===== src/rtl/cfg_route_pkg.sv =====
package cfg_route_pkg;

  // Address field layout of a configuration target
  localparam int BUS_W     = 8;
  localparam int DEV_W     = 5;
  localparam int FN_W      = 3;
  localparam int EREG_W    = 4;
  localparam int REG_W     = 6;
  localparam int REG_LSB   = 2;
  localparam int EREG_LSB  = REG_LSB + REG_W;
  localparam int FN_LSB    = EREG_LSB + EREG_W;
  localparam int DEV_LSB   = FN_LSB + FN_W;
  localparam int BUS_LSB   = DEV_LSB + DEV_W;
  localparam int CFG_ADDR_W = BUS_LSB + BUS_W;

  typedef struct packed {
    logic [BUS_W-1:0]  bus;
    logic [DEV_W-1:0]  dev;
    logic [FN_W-1:0]   fn;
    logic [EREG_W-1:0] ereg;
    logic [REG_W-1:0]  rnum;
  } cfg_tgt_t;

  typedef enum logic {
    SRC_WIN  = 1'b0,
    SRC_PAIR = 1'b1
  } cfg_src_e;

  typedef enum logic [2:0] {
    ACT_T0   = 3'd0,
    ACT_T1   = 3'd1,
    ACT_ERR  = 3'd2,
    ACT_ONES = 3'd3,
    ACT_DROP = 3'd4
  } route_act_e;

  typedef enum logic [1:0] {
    ST_IDLE = 2'd0,
    ST_LINK = 2'd1,
    ST_CPL  = 2'd2
  } hold_st_e;

endpackage


===== src/rtl/cfg_field_decode.sv =====
module cfg_field_decode
  import cfg_route_pkg::*;
(
  input  logic [CFG_ADDR_W-1:0] addr_i,
  output cfg_tgt_t              tgt_o
);

  always_comb begin
    tgt_o.bus  = addr_i[BUS_LSB  +: BUS_W];
    tgt_o.dev  = addr_i[DEV_LSB  +: DEV_W];
    tgt_o.fn   = addr_i[FN_LSB   +: FN_W];
    tgt_o.ereg = addr_i[EREG_LSB +: EREG_W];
    tgt_o.rnum = addr_i[REG_LSB  +: REG_W];
  end

endmodule


===== src/rtl/cfg_access_check.sv =====
module cfg_access_check #(
  parameter int LEN_W      = 3,
  parameter int WORD_BYTES = 4,
  localparam int LO_W      = (WORD_BYTES > 1) ? $clog2(WORD_BYTES) : 1,
  localparam int SUM_W     = ((LEN_W > LO_W) ? LEN_W : LO_W) + 2
) (
  input  logic [LEN_W-1:0] len_i,
  input  logic [LO_W-1:0]  lo_i,
  output logic             legal_o
);

  logic [SUM_W-1:0] end_off;
  logic             size_ok;
  logic             span_ok;

  always_comb begin
    end_off = SUM_W'(lo_i) + SUM_W'(len_i);
    size_ok = (len_i != '0) && (SUM_W'(len_i) <= SUM_W'(WORD_BYTES));
    span_ok = end_off <= SUM_W'(WORD_BYTES);
    legal_o = size_ok && span_ok;
  end

endmodule


===== src/rtl/cfg_route_decide.sv =====
module cfg_route_decide
  import cfg_route_pkg::*;
(
  input  cfg_tgt_t          tgt_i,
  input  cfg_src_e          src_i,
  input  logic              write_i,
  input  logic              legal_i,
  input  logic [BUS_W-1:0]  pri_i,
  input  logic [BUS_W-1:0]  sec_i,
  input  logic [BUS_W-1:0]  sub_i,
  output route_act_e        act_o
);

  logic on_sec;
  logic on_pri;
  logic dev_zero;
  logic hit_t0;
  logic hit_t1;

  always_comb begin
    on_sec   = (tgt_i.bus == sec_i);
    on_pri   = (tgt_i.bus == pri_i);
    dev_zero = (tgt_i.dev == '0);
    // register-pair path must also avoid the controller's own bus
    hit_t0   = on_sec && dev_zero && ((src_i == SRC_WIN) || !on_pri);
    hit_t1   = !on_pri && !on_sec && (tgt_i.bus <= sub_i);

    if ((src_i == SRC_WIN) && !legal_i) begin
      act_o = ACT_ERR;
    end else if (hit_t0) begin
      act_o = ACT_T0;
    end else if (hit_t1) begin
      act_o = ACT_T1;
    end else if (write_i) begin
      act_o = ACT_DROP;
    end else if (src_i == SRC_WIN) begin
      act_o = ACT_ERR;
    end else begin
      act_o = ACT_ONES;
    end
  end

endmodule


===== src/rtl/cfg_req_hold.sv =====
module cfg_req_hold
  import cfg_route_pkg::*;
#(
  parameter int DATA_W = 32,
  localparam int BE_W  = DATA_W / 8
) (
  input  logic              clk,
  input  logic              rst_n,
  input  logic              accept_i,
  input  route_act_e        act_i,
  input  cfg_tgt_t          tgt_i,
  input  logic              write_i,
  input  logic [BE_W-1:0]   be_i,
  input  logic [DATA_W-1:0] wdata_i,
  input  logic              lnk_ready_i,
  input  logic              cpl_ready_i,
  output logic              idle_o,
  output logic              lnk_valid_o,
  output logic              lnk_type1_o,
  output logic              lnk_write_o,
  output cfg_tgt_t          lnk_tgt_o,
  output logic [BE_W-1:0]   lnk_be_o,
  output logic [DATA_W-1:0] lnk_wdata_o,
  output logic              cpl_valid_o,
  output logic              cpl_err_o,
  output logic [DATA_W-1:0] cpl_rdata_o
);

  hold_st_e          st_q, st_d;
  route_act_e        act_q;
  cfg_tgt_t          tgt_q;
  logic              write_q;
  logic [BE_W-1:0]   be_q;
  logic [DATA_W-1:0] wdata_q;

  // next-state process
  always_comb begin
    st_d = st_q;
    unique case (st_q)
      ST_IDLE: begin
        if (accept_i) begin
          unique case (act_i)
            ACT_T0, ACT_T1:    st_d = ST_LINK;
            ACT_ERR, ACT_ONES: st_d = ST_CPL;
            default:           st_d = ST_IDLE;
          endcase
        end
      end
      ST_LINK: if (lnk_ready_i) st_d = ST_IDLE;
      ST_CPL:  if (cpl_ready_i) st_d = ST_IDLE;
      default: st_d = ST_IDLE;
    endcase
  end

  // state register
  always_ff @(posedge clk or negedge rst_n) begin
    if (!rst_n) begin
      st_q <= ST_IDLE;
    end else begin
      st_q <= st_d;
    end
  end

  // payload registers, loaded only on acceptance
  always_ff @(posedge clk) begin
    if (accept_i) begin
      act_q   <= act_i;
      tgt_q   <= tgt_i;
      write_q <= write_i;
      be_q    <= be_i;
      wdata_q <= wdata_i;
    end
  end

  always_comb begin
    idle_o      = (st_q == ST_IDLE);
    lnk_valid_o = (st_q == ST_LINK);
    lnk_type1_o = (act_q == ACT_T1);
    lnk_write_o = write_q;
    lnk_tgt_o   = tgt_q;
    lnk_be_o    = be_q;
    lnk_wdata_o = wdata_q;
    cpl_valid_o = (st_q == ST_CPL);
    cpl_err_o   = (act_q == ACT_ERR);
    cpl_rdata_o = (act_q == ACT_ONES) ? '1 : '0;
  end

endmodule


===== src/rtl/cfg_route_unit.sv =====
module cfg_route_unit
  import cfg_route_pkg::*;
#(
  parameter int DATA_W = 32,
  parameter int LEN_W  = 3,
  localparam int BE_W  = DATA_W / 8,
  localparam int LO_W  = (BE_W > 1) ? $clog2(BE_W) : 1
) (
  input  logic                  clk,
  input  logic                  rst_n,
  input  logic                  req_valid,
  output logic                  req_ready,
  input  logic                  req_src,
  input  logic                  req_write,
  input  logic [CFG_ADDR_W-1:0] req_addr,
  input  logic [LEN_W-1:0]      req_len,
  input  logic [BE_W-1:0]       req_be,
  input  logic [DATA_W-1:0]     req_wdata,
  input  logic [BUS_W-1:0]      pri_bus,
  input  logic [BUS_W-1:0]      sec_bus,
  input  logic [BUS_W-1:0]      sub_bus,
  output logic                  lnk_valid,
  input  logic                  lnk_ready,
  output logic                  lnk_type1,
  output logic                  lnk_write,
  output logic [BUS_W-1:0]      lnk_bus,
  output logic [DEV_W-1:0]      lnk_dev,
  output logic [FN_W-1:0]       lnk_fn,
  output logic [EREG_W-1:0]     lnk_ereg,
  output logic [REG_W-1:0]      lnk_reg,
  output logic [BE_W-1:0]       lnk_be,
  output logic [DATA_W-1:0]     lnk_wdata,
  output logic                  cpl_valid,
  input  logic                  cpl_ready,
  output logic                  cpl_err,
  output logic [DATA_W-1:0]     cpl_rdata
);

  cfg_tgt_t   req_tgt;
  cfg_tgt_t   held_tgt;
  logic       win_legal;
  route_act_e route_act;
  cfg_src_e   src_e;
  logic       accept;
  logic       idle;

  assign src_e     = cfg_src_e'(req_src);
  assign req_ready = idle;
  assign accept    = req_valid && idle;

  cfg_field_decode u_decode (
    .addr_i (req_addr),
    .tgt_o  (req_tgt)
  );

  cfg_access_check #(
    .LEN_W      (LEN_W),
    .WORD_BYTES (BE_W)
  ) u_check (
    .len_i   (req_len),
    .lo_i    (req_addr[LO_W-1:0]),
    .legal_o (win_legal)
  );

  cfg_route_decide u_decide (
    .tgt_i   (req_tgt),
    .src_i   (src_e),
    .write_i (req_write),
    .legal_i (win_legal),
    .pri_i   (pri_bus),
    .sec_i   (sec_bus),
    .sub_i   (sub_bus),
    .act_o   (route_act)
  );

  cfg_req_hold #(
    .DATA_W (DATA_W)
  ) u_hold (
    .clk         (clk),
    .rst_n       (rst_n),
    .accept_i    (accept),
    .act_i       (route_act),
    .tgt_i       (req_tgt),
    .write_i     (req_write),
    .be_i        (req_be),
    .wdata_i     (req_wdata),
    .lnk_ready_i (lnk_ready),
    .cpl_ready_i (cpl_ready),
    .idle_o      (idle),
    .lnk_valid_o (lnk_valid),
    .lnk_type1_o (lnk_type1),
    .lnk_write_o (lnk_write),
    .lnk_tgt_o   (held_tgt),
    .lnk_be_o    (lnk_be),
    .lnk_wdata_o (lnk_wdata),
    .cpl_valid_o (cpl_valid),
    .cpl_err_o   (cpl_err),
    .cpl_rdata_o (cpl_rdata)
  );

  assign lnk_bus  = held_tgt.bus;
  assign lnk_dev  = held_tgt.dev;
  assign lnk_fn   = held_tgt.fn;
  assign lnk_ereg = held_tgt.ereg;
  assign lnk_reg  = held_tgt.rnum;

endmodule


===== config.mk =====
export PLATFORM = sky130hd
export DESIGN_NAME = cfg_route_unit
export DESIGN_NICKNAME = d
export VERILOG_FILES = /design/src/rtl/cfg_route_pkg.sv /design/src/rtl/cfg_field_decode.sv /design/src/rtl/cfg_access_check.sv /design/src/rtl/cfg_route_decide.sv /design/src/rtl/cfg_req_hold.sv /design/src/rtl/cfg_route_unit.sv
export SDC_FILE = /design/constraint.sdc
export NUM_CORES = 1
export LEC_CHECK = 0
export CAP_MARGIN = 30
export CORE_UTILIZATION = 40
export DETAILED_ROUTE_END_ITERATION = 7
export DONT_BUFFER_PORTS = 1
export PLACE_DENSITY = 0.62
export SETUP_SLACK_MARGIN = 0.05
export SLEW_MARGIN = 20
export SYNTH_ARGS = -nofsm -noshare
export SYNTH_HDL_FRONTEND = slang
export SYNTH_HIERARCHICAL = 1
export SYNTH_SLANG_ARGS = --single-unit

===== constraint.sdc =====
create_clock -name clk -period 4 [get_ports clk]
set_input_delay 0.2 -clock clk [delete_from_list [all_inputs] [get_ports clk]]
set_output_delay 0.2 -clock clk [all_outputs]
set_load 0.05 [all_outputs]

## Word level (Yosys, flattened, before mapping)

Cells that the tools add are included.

- $add $sub $neg: 1
- Order comparisons: 3
- Equal/unequal tests: 13
- Multiplexer cells: 11
- Bitwise operators: 1
- Reductions and logical operators: 19

Operators with widths:

| cell | number |
|---|---|
| $mux W32 | 1 |
| $eq A8 B8 Y1 | 2 |
| $eq A3 B2 Y1 const B | 4 |
| $mux W3 | 4 |
| $le A8 B8 Y1 | 1 |
| $logic_and A1 B1 Y1 | 8 |
| $eq A3 B1 Y1 const B | 2 |
| $mux W2 | 3 |
| $pmux W2 S3 | 1 |
| $le A5 B3 Y1 const B | 1 |
| $logic_not A5 Y1 | 1 |
| $add A2 B3 Y4 | 1 |
| $ne A2 B1 Y1 const B | 2 |
| $pmux W2 S2 | 1 |
| $reduce_or A2 Y1 | 2 |
| $le A3 B3 Y1 const B | 1 |
| $logic_not A1 Y1 | 3 |
| $logic_not A3 Y1 | 1 |
| $reduce_and A3 Y1 | 1 |
| $reduce_bool A3 Y1 | 1 |
| $eq A2 B1 Y1 const B | 1 |
| $eq A2 B2 Y1 const B | 1 |
| $logic_not A2 Y1 | 1 |
| $ne A2 B2 Y1 const B | 1 |
| other kinds (3) | 3 |

- Flip-flop bits (word level): 68
- Bits of input ports: 98
- Output and inout port bits: 100
- Logic and storage cells: 58

## Depth between registers and ports, before layout

- Depth after elaboration: 12
- Depth in mapped cells: 12
- Mapped depth without buffers: 12

## By module

The synthesis kept the hierarchy.

Modules (own cells, without submodules):

| module | times used | cells each | area each (sq um) | seq. area each (sq um) |
|---|---|---|---|---|
| cfg_req_hold | 1 | 111 | 2349.8 | 2031.9 |
| cfg_route_decide | 1 | 64 | 457.9 | 0.0 |
| cfg_field_decode | 1 | 26 | 195.2 | 0.0 |
| cfg_access_check | 1 | 13 | 117.6 | 0.0 |
| cfg_route_unit | 1 | 1 | 6.3 | 0.0 |

## Least setup slack after synthesis

No wires, ideal clock.

- Path type: register to register
- From: reg u_hold.st_q[1]
- To: reg u_hold.st_q[0]
- Library setup time: 77 ps
- Arrival: 3447 ps
- Required time: 3923 ps
- Setup slack: 476 ps
- Cell stages (with the launch flop): 5
- Buffers on the path: 0
- Period minus slack after synthesis: 3524 ps
- Path through: dfrtp_1 > nor2_1 > and2_1 > or4b_1 > a21oi_1

- Longest elaborated chain between the ends: 4
- Elaborated cells between the ends (all ways): 9
- Classes of those cells: eq/ne: 5; mux: 1; reduce/logical: 3

RTL lines:

| what | line | RTL |
|---|---|---|
| start, declared | cfg_req_hold.sv:29 | `hold_st_e st_q, st_d;` |
| start signal, assigned | cfg_req_hold.sv:60 | `st_q <= st_d;` |
| $logic_not A2 Y1 | cfg_req_hold.sv:76 | `idle_o = (st_q == ST_IDLE);` |
| via req_ready | cfg_route_unit.sv:12 | `output logic req_ready,` |
| $logic_and A1 B1 Y1 | cfg_route_unit.sv:49 | `assign accept = req_valid && idle;` |
| via accept | cfg_route_unit.sv:44 | `logic accept;` |
| $ne A2 B2 Y1 (no source line) | n/a |  |
| $reduce_and A3 Y1 (no source line) | n/a |  |

The timed path passes the listed nets, and every way through them passes these cells.
A chain may end at the register's enable or synchronous reset.

## Worst setup path after layout

- From: reg u_hold.act_q[2]
- To: out cpl_rdata[11]

- Longest elaborated chain between the ends: 2

RTL lines:

| what | line | RTL |
|---|---|---|
| start, declared | cfg_req_hold.sv:30 | `route_act_e act_q;` |
| start signal, assigned | cfg_req_hold.sv:67 | `act_q <= act_i;` |
| $eq A3 B2 Y1 | cfg_req_hold.sv:85 | `cpl_rdata_o = (act_q == ACT_ONES) ? '1 : '0;` |
| $mux W32 | cfg_req_hold.sv:85 |  |
| end, declared | cfg_route_unit.sv:36 | `output logic [DATA_W-1:0] cpl_rdata` |

Every way passes these cells.

==> metrics.txt <==
# TYPE chip_impl_metric gauge
chip_impl_metric{name="share_seq_of_total_power",unit="%"} 56.7
chip_impl_metric{name="holdBufCountCts",unit=""} 64
chip_impl_metric{name="max_clock_buf_depth",unit=""} 2
chip_impl_metric{name="hpwlAfterDp",unit="mm"} 4.211
chip_impl_metric{name="die_height",unit="um"} 90.42
chip_impl_metric{name="power.density_cell_area",unit="nW/um^2"} 800.3
chip_impl_metric{name="worst_hold_path.num_cells",unit=""} 2
chip_impl_metric{name="grt_use_met2",unit="%"} 27.04
chip_impl_metric{name="fp.dieArea",unit="sq um"} 8175
chip_impl_metric{name="syn_area_per_cell",unit="sq um"} 14.54
chip_impl_metric{name="via_density_per_instance",unit=""} 4.793
chip_impl_metric{name="area_of_the_multi_input_gates",unit="sq um"} 629.4
chip_impl_metric{name="rows",unit=""} 31
chip_impl_metric{name="finClkSkew",unit="ns"} 0.007266
chip_impl_metric{name="antenna_violations_before_repair",unit=""} 0
chip_impl_metric{name="drive_above_1_share",unit="%"} 11.48
chip_impl_metric{name="area.sequential",unit="sq um"} 2032
chip_impl_metric{name="place_congestion",unit=""} 0.7332
chip_impl_metric{name="drt_first_iter_violations",unit=""} 39
chip_impl_metric{name="power.total",unit="W"} 0.003032
chip_impl_metric{name="fp.dieW",unit="um"} 90.42
chip_impl_metric{name="final-setup-viol-count",unit=""} 0
chip_impl_info{name="grt_busiest_layer",value="met2"} 1
chip_impl_metric{name="finalHoldViolCount",unit=""} 0
chip_impl_metric{name="worstRegToRegCells",unit=""} 4
chip_impl_metric{name="route.detailed.drc",unit=""} 0
chip_impl_metric{name="ys.warnings.count",unit=""} 6
chip_impl_metric{name="cellInternalPower",unit="W"} 0.001560
chip_impl_info{name="worst_setup_path_class",value="reg -> out"} 1
chip_impl_metric{name="critical-path-max-stage-delay",unit="ns"} 0.51
chip_impl_info{name="synth.top_cells.by_count",value="edfxtp_1 (66), buf_4 (57), inv_1 (14)"} 1
chip_impl_metric{name="crit_buf_inv",unit=""} 2
chip_impl_info{name="hold_path.class",value="in -> reg"} 1
chip_impl_metric{name="clock_tree.htree_level_count",unit=""} 3
chip_impl_metric{name="cts.reportedPaths.clkPinSlew",unit="ns"} 0.07
chip_impl_info{name="critical_path.cell_chain",value="and3b_4 > buf_4 > buf_12"} 1
chip_impl_metric{name="syn-num-nets",unit=""} 324
chip_impl_metric{name="cts_setup_buffers",unit=""} 0
chip_impl_metric{name="count_of_state_elements_after_synthesis",unit=""} 68
chip_impl_info{name="synthDominantAreaCellType",value="edfxtp_1"} 1
chip_impl_metric{name="ys_async_sr_fraction",unit="%"} 2.941
chip_impl_metric{name="wl_per_cell",unit="um"} 17.67
chip_impl_metric{name="wirelength",unit="mm"} 6.060
chip_impl_metric{name="synth_enable_flop_cells",unit=""} 66
chip_impl_metric{name="maxCapViolCount",unit=""} 0
chip_impl_metric{name="netlist_instances",unit=""} 215
chip_impl_metric{name="start_util",unit="%"} 42.21
chip_impl_metric{name="critical_path_peak_fanout",unit=""} 5
chip_impl_info{name="slowest_stage",value="buf_4"} 1
chip_impl_metric{name="data_required_critical_path",unit="ns"} 3.80
chip_impl_metric{name="port-buffer-count",unit=""} 0
chip_impl_metric{name="final.min_clock_period",unit="ns"} 2.193
chip_impl_metric{name="pin_count_of_the_biggest_net_entering_global_routing",unit=""} 27
chip_impl_metric{name="final.fill_count",unit=""} 595
chip_impl_info{name="crit_path_start_kind",value="register"} 1
chip_impl_metric{name="pwr-share-comb",unit="%"} 23.3
chip_impl_info{name="synth_flop_cell",value="edfxtp_1"} 1
chip_impl_metric{name="ios",unit=""} 198
chip_impl_metric{name="design.final.nets",unit=""} 349
chip_impl_info{name="post-synth-top-count-cell",value="edfxtp_1"} 1
chip_impl_metric{name="power_switching",unit="W"} 0.001472
chip_impl_metric{name="flow.area_growth_from_synthesis",unit="%"} 21.17
chip_impl_metric{name="yosysTopAreaCellShare",unit="%"} 63.39
chip_impl_metric{name="postCtsResizedCells",unit=""} 0
chip_impl_metric{name="slew_headroom",unit="%"} 36.35
chip_impl_metric{name="setup_total_negative_slack",unit="ns"} 0
chip_impl_info{name="tritoncts_clock_tree",value="built"} 1
chip_impl_info{name="setup.worst_path.end_class",value="output pin"} 1
chip_impl_metric{name="synthesis.area",unit="sq um"} 3127
chip_impl_info{name="rsz0062_at_grt",value="false"} 1
chip_impl_metric{name="worst_skew_pair.late_latency",unit="ns"} 0.33
chip_impl_info{name="clk_root_buf",value="clkbuf_8"} 1
chip_impl_metric{name="finalCritPeriodShare",unit="%"} 54.82
chip_impl_metric{name="numClockSinks",unit=""} 68
chip_impl_metric{name="grtUsageTotal",unit="%"} 14.99
chip_impl_metric{name="synth.distinct_cells",unit=""} 33
chip_impl_metric{name="core_area",unit="sq um"} 7408
chip_impl_metric{name="globalRouteMet1Util",unit="%"} 15.69
chip_impl_metric{name="vias_in_the_first_global_route",unit=""} 1745
chip_impl_metric{name="p_leak",unit="nW"} 1.371
chip_impl_metric{name="worst_slew_pin_slew",unit="ns"} 0.9528
chip_impl_metric{name="worstPathArrival",unit="ns"} 1.99
chip_impl_metric{name="antenna-diode-count",unit=""} 0
chip_impl_metric{name="timing.final.max_slew_violations",unit=""} 0
chip_impl_metric{name="grt.overflow.total",unit=""} 0
chip_impl_metric{name="globalRouteMet3Util",unit="%"} 5.471
chip_impl_metric{name="swShare",unit="%"} 48.53
chip_impl_metric{name="detailroute.via_count",unit=""} 1644
chip_impl_metric{name="antenna_left",unit=""} 0
chip_impl_metric{name="cts-buffers-inserted",unit=""} 9
chip_impl_metric{name="critical_path_depth",unit=""} 3
chip_impl_metric{name="drt_pass1_iterations",unit=""} 4
chip_impl_metric{name="synth_seq_area_share",unit="%"} 64.99
chip_impl_metric{name="vdd.ir_drop.worst",unit="mV"} 0.3614
chip_impl_metric{name="achievable-frequency",unit="MHz"} 456.1
chip_impl_info{name="synthTopCellsByArea",value="edfxtp_1 (63%), buf_4 (14%), ha_1 (4.0%)"} 1
chip_impl_metric{name="power_frac_clock",unit="%"} 20.0
chip_impl_info{name="cp_top_family",value="buffers and inverters"} 1
chip_impl_metric{name="grt_pass1_wl",unit="mm"} 9.087
chip_impl_info{name="status",value="complete, no violations"} 1
[metrics by stage]
step | setup slack, ns | hold slack (ns) | std cells | utilization, % | area (sq um)
after floorplan | 0.4759 | -0.09559 | 215 | - | 3127
after global placement | 1.637 | -0.09555 | 263 | 39.35 | 2915
after detailed placement | 1.592 | -0.09555 | 264 | 39.62 | 2935
after CTS | 1.777 | 0.01937 | 343 | 51.14 | 3789
after global routing | 1.720 | 0.02985 | 343 | 51.14 | 3789
final | 1.807 | 0.03840 | 343 | 51.14 | 3789
[final timing paths]
| kind | from | slack (ns) | to |
|---|---|---|---|
| setup / recovery | u_hold/act_q[2]$_DFFE_PP_ | 1.81 | cpl_rdata[11] |
| min in group asynchronous | rst_n | 0.10 | u_hold/st_q[1]$_DFFE_PN0P_ |
| setup reg to reg | u_hold/st_q[1]$_DFFE_PN0P_ | 1.93 | u_hold/lnk_wdata_o[10]$_DFFE_PP_ |
| max in group asynchronous | rst_n | 3.78 | u_hold/st_q[0]$_DFFE_PN0P_ |
| hold / removal | cpl_ready | 0.04 | u_hold/st_q[1]$_DFFE_PN0P_ |
| hold reg to reg | u_hold/st_q[0]$_DFFE_PN0P_ | 0.50 | u_hold/st_q[1]$_DFFE_PN0P_ |
[placed cells by master, fill, tap and decap left out, types with 2 or more instances in the layout]
| cell type | n |
|---|---|
| clkbuf_8 | 9 |
| buf_12 | 2 |
| nor2_1 | 4 |
| nand4_1 | 4 |
| nor4_1 | 2 |
| bufinv_16 | 2 |
| dlygate4sd3_1 | 64 |
| nor2b_1 | 3 |
| buf_4 | 4 |
| a21oi_1 | 9 |
| clkinvlp_4 | 2 |
| xor2_1 | 9 |
| xnor2_1 | 8 |
| nand2b_1 | 2 |
| nor3b_2 | 2 |
| inv_1 | 14 |
| nand2_1 | 3 |
| ha_1 | 10 |
| dfrtp_1 | 2 |
| edfxtp_1 | 66 |
[state kept, by name (all words and copies together) (netlist names)]
signal              cells
u_hold/lnk_be_o         4
u_hold/lnk_write_o      1
u_hold/lnk_wdata_o     32
u_hold/act_q            3
u_hold/lnk_tgt_o       26
u_hold/st_q             2
[worst reg2reg max path, cell delays in order (launching register included)]
cell     delay (ns)
dfrtp_1        0.43
nor2_1         0.12
buf_4          0.20
and2_2         0.55
buf_4          0.43
[cells by family after synthesis]
kind of cell | Yosys count | share of synthesized area [%]
and+or+nand+nor | 30 | 6.122
buffers and inverters | 71 | 15.37
adders and majority gates | 11 | 4.642
DFF | 68 | 64.99
AOI/OAI and AO/OA | 18 | 4.122
xor gates and xnor gates | 17 | 4.762
[power groups by stage]
stage / Combinational [W] / Clock, W / Sequential (W)
after detailed placement: 0.000659 / 0 / 0.00173
after floorplan: 0.000663 / 0 / 0.00171
after CTS: 0.000712 / 0.000624 / 0.00172
after global placement: 0.000641 / 0 / 0.00173
after global routing: 0.000746 / 0.000649 / 0.00174
final: 0.000707 / 0.000606 / 0.00172
[layout make-up]
type / count / area share (%)
Sequential cell: 68 / 53.63
Timing Repair Buffer: 71 / 19.48
Multi-Input combinational cell: 76 / 16.61
Clock buffer: 9 / 3.269
Tap cell: 99 / 3.269
Clock inverter: 6 / 2.345
Inverter: 14 / 1.387
[routing by layer]
layer  vias to the layer above  routed length, um
met1                       775               2180
met3                         9                461
met4                         0                114
li1                        756                  -
met5                         -                  0
met2                       104               3303
Note: power is estimated with default switching activity, not from simulation.
